<file path="config.mk">
export PLATFORM = sky130hd
export DESIGN_NAME = nvcmd_detector
export DESIGN_NICKNAME = d
export VERILOG_FILES = /design/src/rtl/nvcmd_pkg.sv /design/src/rtl/nvcmd_edge_sync.sv /design/src/rtl/nvcmd_busy_timer.sv /design/src/rtl/nvcmd_seq_fsm.sv /design/src/rtl/nvcmd_detector.sv
export SDC_FILE = /design/constraint.sdc
export NUM_CORES = 1
export LEC_CHECK = 0
export BUFFER_PORTS_ARGS = -buffer_cell sky130_fd_sc_hd__buf_2
export CAP_MARGIN = 10
export CELL_PAD_IN_SITES_DETAIL_PLACEMENT = 1
export CELL_PAD_IN_SITES_GLOBAL_PLACEMENT = 1
export CORE_MARGIN = 2
export CORE_UTILIZATION = 35
export DETAILED_ROUTE_END_ITERATION = 8
export PLACE_DENSITY_LB_ADDON = 0.1
export SYNTH_ARGS = -nofsm -noshare
export SYNTH_HDL_FRONTEND = slang
export SYNTH_SLANG_ARGS = --single-unit
export TNS_END_PERCENT = 50
</file>
<file path="constraint.sdc">
create_clock -name clk -period 2.4 [get_ports clk]
set_input_delay 0.48 -clock clk [delete_from_list [all_inputs] [get_ports clk]]
set_output_delay 0.48 -clock clk [all_outputs]
set_load 0.005 [all_outputs]
</file>
<file path="src/rtl/nvcmd_pkg.sv">
package nvcmd_pkg;

    typedef enum logic [2:0] {
        ST_WAIT1 = 3'd0,
        ST_GOT1  = 3'd1,
        ST_GOT2  = 3'd2,
        ST_GOT3  = 3'd3,
        ST_GOT4  = 3'd4,
        ST_GOT5  = 3'd5,
        ST_BUSY  = 3'd6
    } seq_state_e;

    localparam logic [15:0] CMD_RECALL = 16'h0C63;
    localparam logic [15:0] CMD_STORE  = 16'h0FC0;

    // Address expected as the next step, given how many steps have matched.
    function automatic logic [15:0] step_addr(input logic [2:0] matched);
        logic [15:0] a;
        unique case (matched)
            3'd0:    a = 16'h0E38;
            3'd1:    a = 16'h31C7;
            3'd2:    a = 16'h03E0;
            3'd3:    a = 16'h3C1F;
            3'd4:    a = 16'h303F;
            default: a = 16'h0000;
        endcase
        return a;
    endfunction

endpackage

</file>
<file path="src/rtl/nvcmd_edge_sync.sv">
module nvcmd_edge_sync #(
    parameter int ADDR_W  = 15,
    parameter int MIN_GAP = 4
) (
    input  logic              clk,
    input  logic              rst_n,
    input  logic              ce_n_i,
    input  logic              we_n_i,
    input  logic [ADDR_W-1:0] addr_i,
    output logic              fall_o,
    output logic              dbl_o,
    output logic              we_n_o,
    output logic [ADDR_W-1:0] addr_o
);

    localparam int GAP_W = $clog2(MIN_GAP + 1);
    localparam logic [GAP_W-1:0] GAP_MAX = GAP_W'(MIN_GAP);

    logic              ce_s1, ce_s2, ce_s3;
    logic              we_s1, we_s2;
    logic [ADDR_W-1:0] ad_s1, ad_s2;
    logic [GAP_W-1:0]  gap_q;
    logic              edge_w;

    always_ff @(posedge clk) begin
        if (!rst_n) begin
            ce_s1 <= 1'b1;
            ce_s2 <= 1'b1;
            ce_s3 <= 1'b1;
            we_s1 <= 1'b1;
            we_s2 <= 1'b1;
            ad_s1 <= '0;
            ad_s2 <= '0;
        end else begin
            ce_s1 <= ce_n_i;
            ce_s2 <= ce_s1;
            ce_s3 <= ce_s2;
            we_s1 <= we_n_i;
            we_s2 <= we_s1;
            ad_s1 <= addr_i;
            ad_s2 <= ad_s1;
        end
    end

    assign edge_w = ce_s3 & ~ce_s2;

    always_ff @(posedge clk) begin
        if (!rst_n)             gap_q <= GAP_MAX;
        else if (edge_w)        gap_q <= '0;
        else if (gap_q != GAP_MAX) gap_q <= gap_q + 1'b1;
    end

    assign fall_o = edge_w & (gap_q == GAP_MAX);
    assign dbl_o  = edge_w & (gap_q != GAP_MAX);
    assign we_n_o = we_s2;
    assign addr_o = ad_s2;

    // a counted edge restarts the spacing window, so the next cycle cannot be a clean edge
    p_edge_spacing_r7: assert property (@(posedge clk) disable iff (!rst_n)
        fall_o |=> !fall_o);

endmodule

</file>
<file path="src/rtl/nvcmd_busy_timer.sv">
module nvcmd_busy_timer #(
    parameter int CNT_W = 12
) (
    input  logic             clk,
    input  logic             rst_n,
    input  logic             load_i,
    input  logic [CNT_W-1:0] val_i,
    output logic             done_o
);

    logic [CNT_W-1:0] cnt_q;

    always_ff @(posedge clk) begin
        if (!rst_n)           cnt_q <= '0;
        else if (load_i)      cnt_q <= val_i;
        else if (cnt_q != '0) cnt_q <= cnt_q - 1'b1;
    end

    assign done_o = (cnt_q == '0);

    // the window shrinks by one each cycle it is not reloaded
    p_count_down_r4: assert property (@(posedge clk) disable iff (!rst_n)
        (!load_i && cnt_q != '0) |=> (cnt_q == $past(cnt_q) - 1'b1));

endmodule

</file>
<file path="src/rtl/nvcmd_seq_fsm.sv">
module nvcmd_seq_fsm
    import nvcmd_pkg::*;
#(
    parameter int ADDR_W     = 15,
    parameter int CNT_W      = 12,
    parameter int STORE_CYC  = 1250,
    parameter int RECALL_CYC = 2500
) (
    input  logic              clk,
    input  logic              rst_n,
    input  logic              fall_i,
    input  logic              dbl_i,
    input  logic              we_n_i,
    input  logic [ADDR_W-1:0] addr_i,
    input  logic              inhibit_i,
    input  logic              tmr_done_i,
    output logic              tmr_load_o,
    output logic [CNT_W-1:0]  tmr_val_o,
    output logic              store_o,
    output logic              recall_o,
    output logic              busy_o
);

    localparam logic [CNT_W-1:0] STORE_LD  = CNT_W'(STORE_CYC - 1);
    localparam logic [CNT_W-1:0] RECALL_LD = CNT_W'(RECALL_CYC - 1);
    localparam logic [ADDR_W-1:0] A_FIRST  = ADDR_W'(step_addr(3'd0));
    localparam logic [ADDR_W-1:0] A_RECALL = ADDR_W'(CMD_RECALL);
    localparam logic [ADDR_W-1:0] A_STORE  = ADDR_W'(CMD_STORE);

    seq_state_e state_q, state_d;
    logic       go_store, go_recall, abort_w;

    assign abort_w = dbl_i | (fall_i & ~we_n_i);

    always_comb begin
        state_d   = state_q;
        go_store  = 1'b0;
        go_recall = 1'b0;
        unique case (state_q)
            ST_WAIT1, ST_GOT1, ST_GOT2, ST_GOT3, ST_GOT4: begin
                if (abort_w)
                    state_d = ST_WAIT1;
                else if (fall_i) begin
                    if (addr_i == ADDR_W'(step_addr(state_q)))
                        state_d = seq_state_e'(state_q + 3'd1);
                    else if (addr_i == A_FIRST)
                        state_d = ST_GOT1;
                    else
                        state_d = ST_WAIT1;
                end
            end
            ST_GOT5: begin
                if (abort_w)
                    state_d = ST_WAIT1;
                else if (fall_i) begin
                    if (addr_i == A_RECALL) begin
                        state_d   = ST_BUSY;
                        go_recall = 1'b1;
                    end else if (addr_i == A_STORE && !inhibit_i) begin
                        state_d  = ST_BUSY;
                        go_store = 1'b1;
                    end else if (addr_i == A_FIRST)
                        state_d = ST_GOT1;
                    else
                        state_d = ST_WAIT1;
                end
            end
            ST_BUSY: begin
                if (tmr_done_i) state_d = ST_WAIT1;
            end
            default: state_d = ST_WAIT1;
        endcase
    end

    assign tmr_load_o = go_store | go_recall;
    assign tmr_val_o  = go_store ? STORE_LD : RECALL_LD;

    always_ff @(posedge clk) begin
        if (!rst_n) state_q <= ST_WAIT1;
        else        state_q <= state_d;
    end

    always_ff @(posedge clk) begin
        if (!rst_n) begin
            store_o  <= 1'b0;
            recall_o <= 1'b0;
        end else begin
            store_o  <= go_store;
            recall_o <= go_recall;
        end
    end

    assign busy_o = (state_q == ST_BUSY);

    // while busy, no bus edge can move the controller anywhere but back to step one
    p_busy_exit_r9: assert property (@(posedge clk) disable iff (!rst_n)
        (state_q == ST_BUSY) |=> (state_q == ST_BUSY || state_q == ST_WAIT1));

    // a start pulse only follows the fifth matched step
    p_launch_src_r2: assert property (@(posedge clk) disable iff (!rst_n)
        (store_o || recall_o) |-> ($past(state_q) == ST_GOT5));

endmodule

</file>
<file path="src/rtl/nvcmd_detector.sv">
module nvcmd_detector #(
    parameter int ADDR_W     = 15,
    parameter int MIN_GAP    = 4,
    parameter int STORE_CYC  = 1250,
    parameter int RECALL_CYC = 2500
) (
    input  logic              clk,
    input  logic              rst_n,
    input  logic [ADDR_W-1:0] addr_i,
    input  logic              ce_n_i,
    input  logic              we_n_i,
    input  logic              lv_inhibit_i,
    output logic              sram_we_n_o,
    output logic              store_start_o,
    output logic              recall_start_o,
    output logic              busy_o
);

    localparam int MAX_CYC = (STORE_CYC > RECALL_CYC) ? STORE_CYC : RECALL_CYC;
    localparam int CNT_W   = $clog2(MAX_CYC + 1);

    logic              fall_w, dbl_w, we_s_w, ld_w, done_w;
    logic [ADDR_W-1:0] addr_s_w;
    logic [CNT_W-1:0]  val_w;

    nvcmd_edge_sync #(.ADDR_W(ADDR_W), .MIN_GAP(MIN_GAP)) u_sync (
        .clk(clk), .rst_n(rst_n), .ce_n_i(ce_n_i), .we_n_i(we_n_i),
        .addr_i(addr_i), .fall_o(fall_w), .dbl_o(dbl_w),
        .we_n_o(we_s_w), .addr_o(addr_s_w)
    );

    nvcmd_seq_fsm #(.ADDR_W(ADDR_W), .CNT_W(CNT_W),
                    .STORE_CYC(STORE_CYC), .RECALL_CYC(RECALL_CYC)) u_fsm (
        .clk(clk), .rst_n(rst_n), .fall_i(fall_w), .dbl_i(dbl_w),
        .we_n_i(we_s_w), .addr_i(addr_s_w), .inhibit_i(lv_inhibit_i),
        .tmr_done_i(done_w), .tmr_load_o(ld_w), .tmr_val_o(val_w),
        .store_o(store_start_o), .recall_o(recall_start_o), .busy_o(busy_o)
    );

    nvcmd_busy_timer #(.CNT_W(CNT_W)) u_tmr (
        .clk(clk), .rst_n(rst_n), .load_i(ld_w), .val_i(val_w), .done_o(done_w)
    );

    assign sram_we_n_o = we_n_i | lv_inhibit_i;

    // the two requests never fire together
    p_one_request_r3: assert property (@(posedge clk) disable iff (!rst_n)
        !(store_start_o && recall_start_o));

    // busy accompanies every start pulse
    p_busy_with_start_r4: assert property (@(posedge clk) disable iff (!rst_n)
        (store_start_o || recall_start_o) |-> busy_o);

    // no STORE is launched from a cycle where inhibit was high
    p_store_inhibit_r8: assert property (@(posedge clk) disable iff (!rst_n)
        store_start_o |-> !$past(lv_inhibit_i));

    // a recall request lasts one cycle
    p_recall_single_r2: assert property (@(posedge clk) disable iff (!rst_n)
        recall_start_o |=> !recall_start_o);

endmodule

</file>
==> flow_summary.ini, run 1 <==
[finish]
antenna_cells = 0
final_layout_size_suffix_gt1_frac = 0.1777
syn2layout_area_growth_pct = 13.97
final-instance-count-excl-fill = 367
fin_util = 0.4071
final.fill_count = 785
fin_nets = 314

[die]
core_sq_um = 6719
num_rows = 30
ios = 24
die_area_sq_um = 7535
start_util = 0.3572
die_h_um = 86.81
die_w_um = 86.81

[drt]
via_count = 1806
ant_nets = 0
drcViolationCount = 0
wl_per_cell_um = 13.53
first_iter_violations = 58
dr.pass1.iters = 4
drt_wl_total_um = 4964
vias_per_cell = 4.921

[flow_run]
maxCapViolations = 0

[worst_hold_path]
hold_class = in -> reg

[logic_synthesis]
synth-edff-count = 0
netlist.area_leader.share = 0.4588
synth_cell_types = 51
synth_area_leaders = dfxtp_1, and2_1, ha_1
syn_inst = 257
synth_ff_type = dfxtp_1
seq_area_frac_synth = 0.4588
syn_area_per_cell_sq_um = 9.338
syn-cell-area_sq_um = 2400
ys_ff_latch = 55
async_flop_share = 0
yosysMostFrequentCell = dfxtp_1
yosysWarnings = 0
yosys-top-cells-count = dfxtp_1, and2_1, nand2_1
synth_top_cell_by_area = dfxtp_1
syn_nets = 285

[sta]
fmax_mhz = 447.4
rsz0062_at_grt = false
post-route-period-util = 0.9312
worst_slack_ps = 165.0
holdWs_ps = 355.8
relSlewSlack = 0.6860
final_hold_viol_count = 0
finalClockSkew_ps = 12.87
slew_viol_final = 0
fin_setup_tns_ps = 0
final-setup-viol-count = 0
min_period_ps = 2235
worst_pin_slew_ps = 467.4

[status]
status = finished clean

[placement]
io_buffers = 23
pre_cts_ws_ps = 66.56
gp_congestion = 0.8337
dpl.hpwl_um = 3824
dp.cells = 359

[critical_path]
crit_slowest_cell = or4_4
cp-start-kind = register
path_cells = ha_2, nor2b_1, or4_1, a221oi_2, nand4_1, or4_4, a21oi_2
worst_path_largest_cell_delay_ps = 460
worstSetupPathType = reg -> reg
cp.arrival_ps = 2480
timing.critical_path.buf_inv = 0
worstPathMaxFanout = 6
worst_setup_path_end_kind = register
worstPathRequired_ps = 2650
critPathTopFamily = simple AND/OR/NAND/NOR gates

[clock_tree]
cts_tree = done
clkTransAtPathRegs_ps = 110
clk_latency_ps = 310
postCtsHoldBufs = 0
cts_num_sinks = 55
max-clock-path-buffers = 2
post_cts_buffers = 0
cts_root_buf = clkbuf_8
cts_buffers = 5
htree_levels = 2

[power_and_ir_drop]
power.density_nw_per_um2 = 877.6
p_leak_nw = 1.092
peakVddDrop_v = 0.0003685

[grt]
antenna_found_initial = 0
grtUsageMet3 = 0.02571
grt_pass1_vias = 1805
grt_max_degree = 44
grt_util_all_layers = 0.1460
grtUsageMet1 = 0.1902
use_met2 = 0.2429
grt_busiest_layer = met2
grt_pass1_wl_um = 8707
overflow = 0
-- area by class of cell --
type                       count  area (sq um)  share of cell area
inverter                      10         37.54             0.01372
tap                           80         100.1             0.03660
timing repair buffer          29         160.2             0.05855
multi-input combinational    185          1229              0.4492
clock buffer                   6         82.58             0.03019
sequential                    55          1106              0.4044
clock inverter                 2         20.02            0.007319
-- power by group --
part           leakage (nW)  internal [mW]  switching [mW]
combinational         0.584          0.360           0.353
clock                0.0533          0.244           0.313
sequential            0.455           1.02           0.109
total                  1.09           1.63           0.775
-- final timing paths --
kind                          from                to  slack, ps  cells after the start
setup / recovery  u_fsm.state_q[0]  u_fsm.state_q[2]        170                      7
hold / removal              ce_n_i      u_sync.ce_s1        360                      2
setup reg to reg  u_fsm.state_q[0]  u_fsm.state_q[2]        170                      7
hold reg to reg       u_sync.we_s1     u_sync.we_n_o        420                      1
-- registers in the layout (all words and copies together) (netlist names) --
register and count:
u_fsm.recall_o 1, u_fsm.state_q 3, u_fsm.store_o 1, u_sync.ad_s1 15, u_sync.addr_o 15, u_sync.ce_s1 1
u_sync.ce_s2 1, u_sync.ce_s3 1, u_sync.gap_q 3, u_sync.we_n_o 1, u_sync.we_s1 1, u_tmr.cnt_q 12
-- cell families (layout without fill, tap and decap cells) --
family / after synthesis / count (layout) / synth area share
AND/OR/NAND/NOR: 125 / 125 / 0.3050
flip-flops: 55 / 55 / 0.4588
AO/OA/AOI/OAI: 37 / 37 / 0.1074
buffers and inverters: 17 / 47 / 0.03128
XOR/XNOR: 13 / 13 / 0.04745
adder cells (fa/ha/maj): 8 / 8 / 0.04171
multiplexers: 2 / 2 / 0.008342
-- placed cells by master (no fill, tap or decap), drive strengths merged, types with 2 or more instances in the layout --
master / count
nand4: 5
buf: 29
nand3: 7
nand2: 21
xnor2: 9
a21oi: 12
mux2i: 2
or2: 4
a211oi: 2
ha: 8
nand4b: 2
or3: 2
nor3: 10
o31ai: 2
o21bai: 2
nor4: 4
nor2: 19
clkinv: 2
and2: 30
inv: 10
nor2b: 4
dfxtp: 55
o21a: 3
a22oi: 2
and3: 3
a21o: 2
nand2b: 6
clkbuf: 6
o21ai: 4
xor2: 4
or4: 3
-- per-stage QoR --
stage / power [mW] / instance area (sq um)
after floorplan: 1.700 / 2400
after global placement: 1.856 / 2623
final: 2.400 / 2735
after detailed placement: 1.874 / 2623
after global routing: 2.581 / 2735
after CTS: 2.437 / 2725
-- per-layer routing --
layer	wire [um]	vias up	part of all wire
met5	0	-	0
met4	92	0	0.019
met3	135	6	0.027
met2	2379	26	0.48
met1	2356	838	0.47
li1	-	936	-
-- timing repair --
item                                    4_1_cts  5_1_grt
endpoints found under the setup margin        0        3
hold endpoints to repair                      0        0
resized for setup                             0        5
No activity file was read; power rests on OpenSTA's default activity.
==> run 2, diff against run 1 <==
Settings changed: MAX_ROUTING_LAYER set to met4, RECOVER_POWER set to 50.
Clock period 2.4 ns to 1.8 ns, I/O delays scaled along.
==> run 2 against run 1 <==
Effect of this change:
- the run now ends with setup timing left
- sequential power rose by 31%
- power rose by 51%
- final cell count rose by 9.5%
- critical path depth rose by 1
- wire length rose by 7.7%
- fmax rose by 4.5%
- critical path type unchanged
- critical endpoint unchanged
==> flow_summary.ini, run 2 (synthesized netlist as in run 1, its figures left out) <==
[status]
status = finished with violations
violations = setup timing

[drt]
wl_per_cell_um = 13.30
via_count = 1919
first_iter_violations = 45
drcViolationCount = 0
ant_nets = 0
drt_wl_total_um = 5348
vias_per_cell = 4.774
dr.pass1.iters = 4

[finish]
final_common_cell = dfxtp_1
syn2layout_area_growth_pct = 30.40
fin_nets = 349
antenna_cells = 0
fin_area_sq_um = 3129
final_layout_size_suffix_gt1_frac = 0.3323
fin_util = 0.4657
final_cell_mix = dfxtp_1, buf_4, and2_1, buf_2, nand2_1
final-instance-count-excl-fill = 402

[critical_path]
worstPathMaxFanout = 5
worstPathRequired_ps = 2030
cp-start-kind = register
cp.arrival_ps = 2370
worst_setup_path_end_kind = register
worstSetupPathType = reg -> reg

[grt]
antenna_found_initial = 0
grt_util_all_layers = 0.1553
grt_pass1_wl_um = 8914
overflow = 0
grt_pass1_vias = 1935
grt_max_degree = 36

[power_and_ir_drop]
p_int_mw = 2.496
sw_frac_of_total = 0.3091
netSwitchingPower_mw = 1.117
finalPower_mw = 3.612
p_clk_frac = 0.228
pwr-share-comb = 0.363
peakVddDrop_v = 0.0004777
p_seq_frac = 0.409
power.density_nw_per_um2 = 1154
p_leak_nw = 1.289

[sta]
worst_pin_slew_ps = 314.2
finalClockSkew_ps = 9.795
fmax_mhz = 467.8
final-setup-viol-count = 9
rsz0062_at_grt = true
holdWs_ps = 229.7
worst_slack_ps = -337.7
slew_viol_final = 0
relSlewSlack = 0.7893
final_hold_viol_count = 0
fin_setup_tns_ps = -1574
min_period_ps = 2138
post-route-period-util = 1.188

[placement]
io_buffers = 23
gp_congestion = 0.8208
pre_cts_ws_ps = -394.4
place_area_sq_um = 2899
dpl.hpwl_um = 4124
dp.cells = 393

[clock_tree]
max-clock-path-buffers = 2
clkTransAtPathRegs_ps = 100
cts_root_buf = clkbuf_8
htree_levels = 2
cts_num_sinks = 55
cts_buffers = 5
clk_latency_ps = 300
cts_tree = done

[die]
die_h_um = 86.81
ios = 24
core_sq_um = 6719
die_area_sq_um = 7535
die_w_um = 86.81
num_rows = 30
start_util = 0.3572

[flow_run]
maxCapViolations = 0

[worst_hold_path]
hold_class = in -> reg
run 2: cell type report:
class / count / area [sq um]
repair buffers: 64 / 426.7
multi-input cells: 185 / 1341
well taps: 80 / 100.1
inverters: 10 / 40.04
fillers: 802 / 3590
flip-flops and latches: 55 / 1110
clock buffers: 6 / 72.57
clock inverters: 2 / 38.79
run 2: critical path, cell delays in order (launching register included):
cell and delay [ps]:
dfxtp_4 380, inv_2 80, ha_2 240, o21bai_1 120, or2_1 250, a221oi_2 260, nand4_1 190, or4_4 450
a21oi_2 120
run 2: path summary, 6_finish.rpt:
path | cells after the start | to | from | slack (ps)
worst max-delay path | 8 | u_fsm.state_q[2] | u_fsm.state_q[1] | -340
worst min register to register | 1 | u_sync.we_n_o | u_sync.we_s1 | 420
worst min-delay path | 2 | u_sync.ce_s1 | ce_n_i | 230
worst max register to register | 8 | u_fsm.state_q[2] | u_fsm.state_q[1] | -340
run 2: layer usage:
metal / vias to the layer above / wire (um) / track usage
li1: 1004 / - / -
met1: 889 / 2349 / 0.1760
met2: 24 / 2846 / 0.2706
met3: 2 / 126 / 0.03429
met4: 0 / 25 / 0.04972
met5: - / 0 / -
run 2: what timing repair did:
item,4_1_cts,5_1_grt
setup endpoints to repair,12,17
buffers inserted,1,0
hold endpoints to repair,0,0
pin swaps,1,2
resized for setup,13,15
hold buffers,0,0
run 2: power groups by stage:
stage / registers, mW / clock network (mW) / logic [mW]
floorplan: 1.51 / 0 / 0.760
global route: 1.50 / 0.909 / 1.47
CTS: 1.48 / 0.866 / 1.23
global placement: 1.50 / 0 / 1.18
detailed placement: 1.51 / 0 / 1.21
finish: 1.48 / 0.822 / 1.31
==> run 3, diff against run 2 <==
Settings changed: SYNTH_HIERARCHICAL set to 1.
==> run 3 against run 2 <==
Effect of this change:
- the flow still finishes with violations (setup timing)
- worst setup slack improved by 100 ps
- synthesized cell count increased by 12%
- sequential share of layout area decreased by 3.6 points
- critical path type unchanged
- highest routed layer unchanged
==> flow_summary.ini, run 3 <==
[die]
die_w_um = 90.17
ios = 24
die_h_um = 90.17
start_util = 0.3602
die_area_sq_um = 8131
core_sq_um = 7214
num_rows = 31

[power_and_ir_drop]
pwr-share-comb = 0.551
netSwitchingPower_mw = 2.008
p_seq_frac = 0.312
sw_frac_of_total = 0.3798
p_clk_frac = 0.137
finalPower_mw = 5.288
power.density_nw_per_um2 = 1516
peakVddDrop_v = 0.0004226
p_int_mw = 3.279
p_leak_nw = 1.492

[drt]
via_count = 2259
vias_per_cell = 4.879
dr.pass1.iters = 4
drt_wl_total_um = 6435
ant_nets = 0
wl_per_cell_um = 13.90
drcViolationCount = 0
first_iter_violations = 46

[finish]
fin_area_sq_um = 3488
final_cell_mix = buf_4, dfxtp_1, and2_1, buf_2, o21ai_0
final_layout_size_suffix_gt1_frac = 0.3791
antenna_cells = 0
syn2layout_area_growth_pct = 34.23
fin_nets = 392
fin_util = 0.4835
final_common_cell = buf_4
final.fill_count = 877

[sta]
finalClockSkew_ps = 5.450
fmax_mhz = 491.9
holdWs_ps = 231.5
slew_viol_final = 0
min_period_ps = 2033
worst_slack_ps = -232.8
post-route-period-util = 1.129
rsz0062_at_grt = true
final-setup-viol-count = 16
final_hold_viol_count = 0

[clock_tree]
htree_levels = 2
clk_latency_ps = 300
cts_buffers = 5
cts_tree = done
cts_num_sinks = 55
cts_root_buf = clkbuf_8
max-clock-path-buffers = 2
clkTransAtPathRegs_ps = 100

[logic_synthesis]
synth_cell_types = 57
synth_top_cell_by_area = dfxtp_1
yosysMostFrequentCell = dfxtp_1
netlist.area_leader.share = 0.4237
syn_inst = 288
synth_xor_area_frac = 0
synthSimpleGateAreaFrac = 0.2889
synth-edff-count = 0
async_flop_share = 0
seq_area_frac_synth = 0.4237
ys_ff_latch = 55
yosysWarnings = 6
synth_area_leaders = dfxtp_1, and2_1, ha_1
syn-cell-area_sq_um = 2599
synth_ff_type = dfxtp_1
synth_fa_ha_area_frac = 0.04333
yosys-top-cells-count = dfxtp_1, and2_1, o21ai_0
synth_top_family_by_area = simple AND/OR/NAND/NOR gates
synth_compound_area_frac = 0.1661
muxShareOfSynthArea = 0.007703
syn_area_per_cell_sq_um = 9.023

[critical_path]
worstPathRequired_ps = 2020
worstPathMaxFanout = 3
worstSetupPathType = reg -> reg
cp-start-kind = register
worst_setup_path_end_kind = register
cp.arrival_ps = 2260

[placement]
dpl.hpwl_um = 4938
place_area_sq_um = 3229
gp_congestion = 0.8186
pre_cts_ws_ps = -211.0
io_buffers = 23

[grt]
overflow = 0
grt_pass1_wl_um = 10930
grt_util_all_layers = 0.1689
grt_max_degree = 24
grt_pass1_vias = 2337
antenna_found_initial = 0

[status]
violations = setup timing
status = finished with violations

[flow_run]
maxCapViolations = 0

[worst_hold_path]
hold_class = in -> reg
-- run 3: per-layer routing --
metal,track usage,up-vias,share of wire
met2,0.2794,29,0.46
met1,0.2152,1062,0.50
li1,-,1166,-
met5,-,-,0
met4,0.03846,0,0.0059
met3,0.03185,2,0.028
-- run 3: cells by family after synthesis --
group | count (synthesis)
muxes | 2
AOI/OAI and AO/OA | 63
adders and majority gates | 9
DFF | 55
other | 2
buffers and inverters | 33
and+or+nand+nor | 124
-- run 3: power by group through the flow --
stage	clock network, mW	logic, mW	registers [mW]
after floorplan	0	1.51	1.61
after global placement	0	2.67	1.64
after detailed placement	0	2.73	1.65
after CTS	0.757	2.82	1.63
after global routing	0.805	3.22	1.68
final	0.726	2.91	1.65
-- run 3: metrics by stage --
step / std cells / setup TNS, ps
final: 463 / -1803
after global routing: 463 / -3184
after CTS: 461 / -1233
after detailed placement: 450 / -2563
after global placement: 450 / -1963
after floorplan: 293 / -432.4
-- run 3: worst max-delay path: stages (launching register included) --
cell,delay [ps]
dfxtp_4,380
inv_2,40
ha_2,170
or3_4,340
a2111o_1,430
a221oi_4,290
nand4_1,120
a31oi_1,190
-- run 3: cell type report --
class,instances,area (sq um),share of cell area
clock inverters,2,16.27,0.004663
clock buffers,6,82.58,0.02367
multi-input cells,205,1521,0.4362
well taps,99,123.9,0.03551
flip-flops and latches,55,1111,0.3185
inverters,14,57.56,0.01650
repair inverters,1,6.256,0.001793
repair buffers,81,569.3,0.1632
-- run 3: final timing paths --
check	cells after the start	startpoint	slack, ps	end
worst max register to register	7	u_fsm/state_q[1]	-230	u_fsm/state_q[0]
worst max-delay path	7	u_fsm/state_q[1]	-230	u_fsm/state_q[0]
worst min register to register	1	u_sync/ce_s1	420	u_sync/ce_s2
worst min-delay path	2	ce_n_i	230	u_sync/ce_s1
-- run 3: repair_timing --
action                     in CTS  in global routing
buffers inserted                2                  2
gates cloned                    1                  0
pin swaps                       6                  3
setup endpoints to repair      15                 16
resized for setup              19                 12
hold buffers                    0                  0
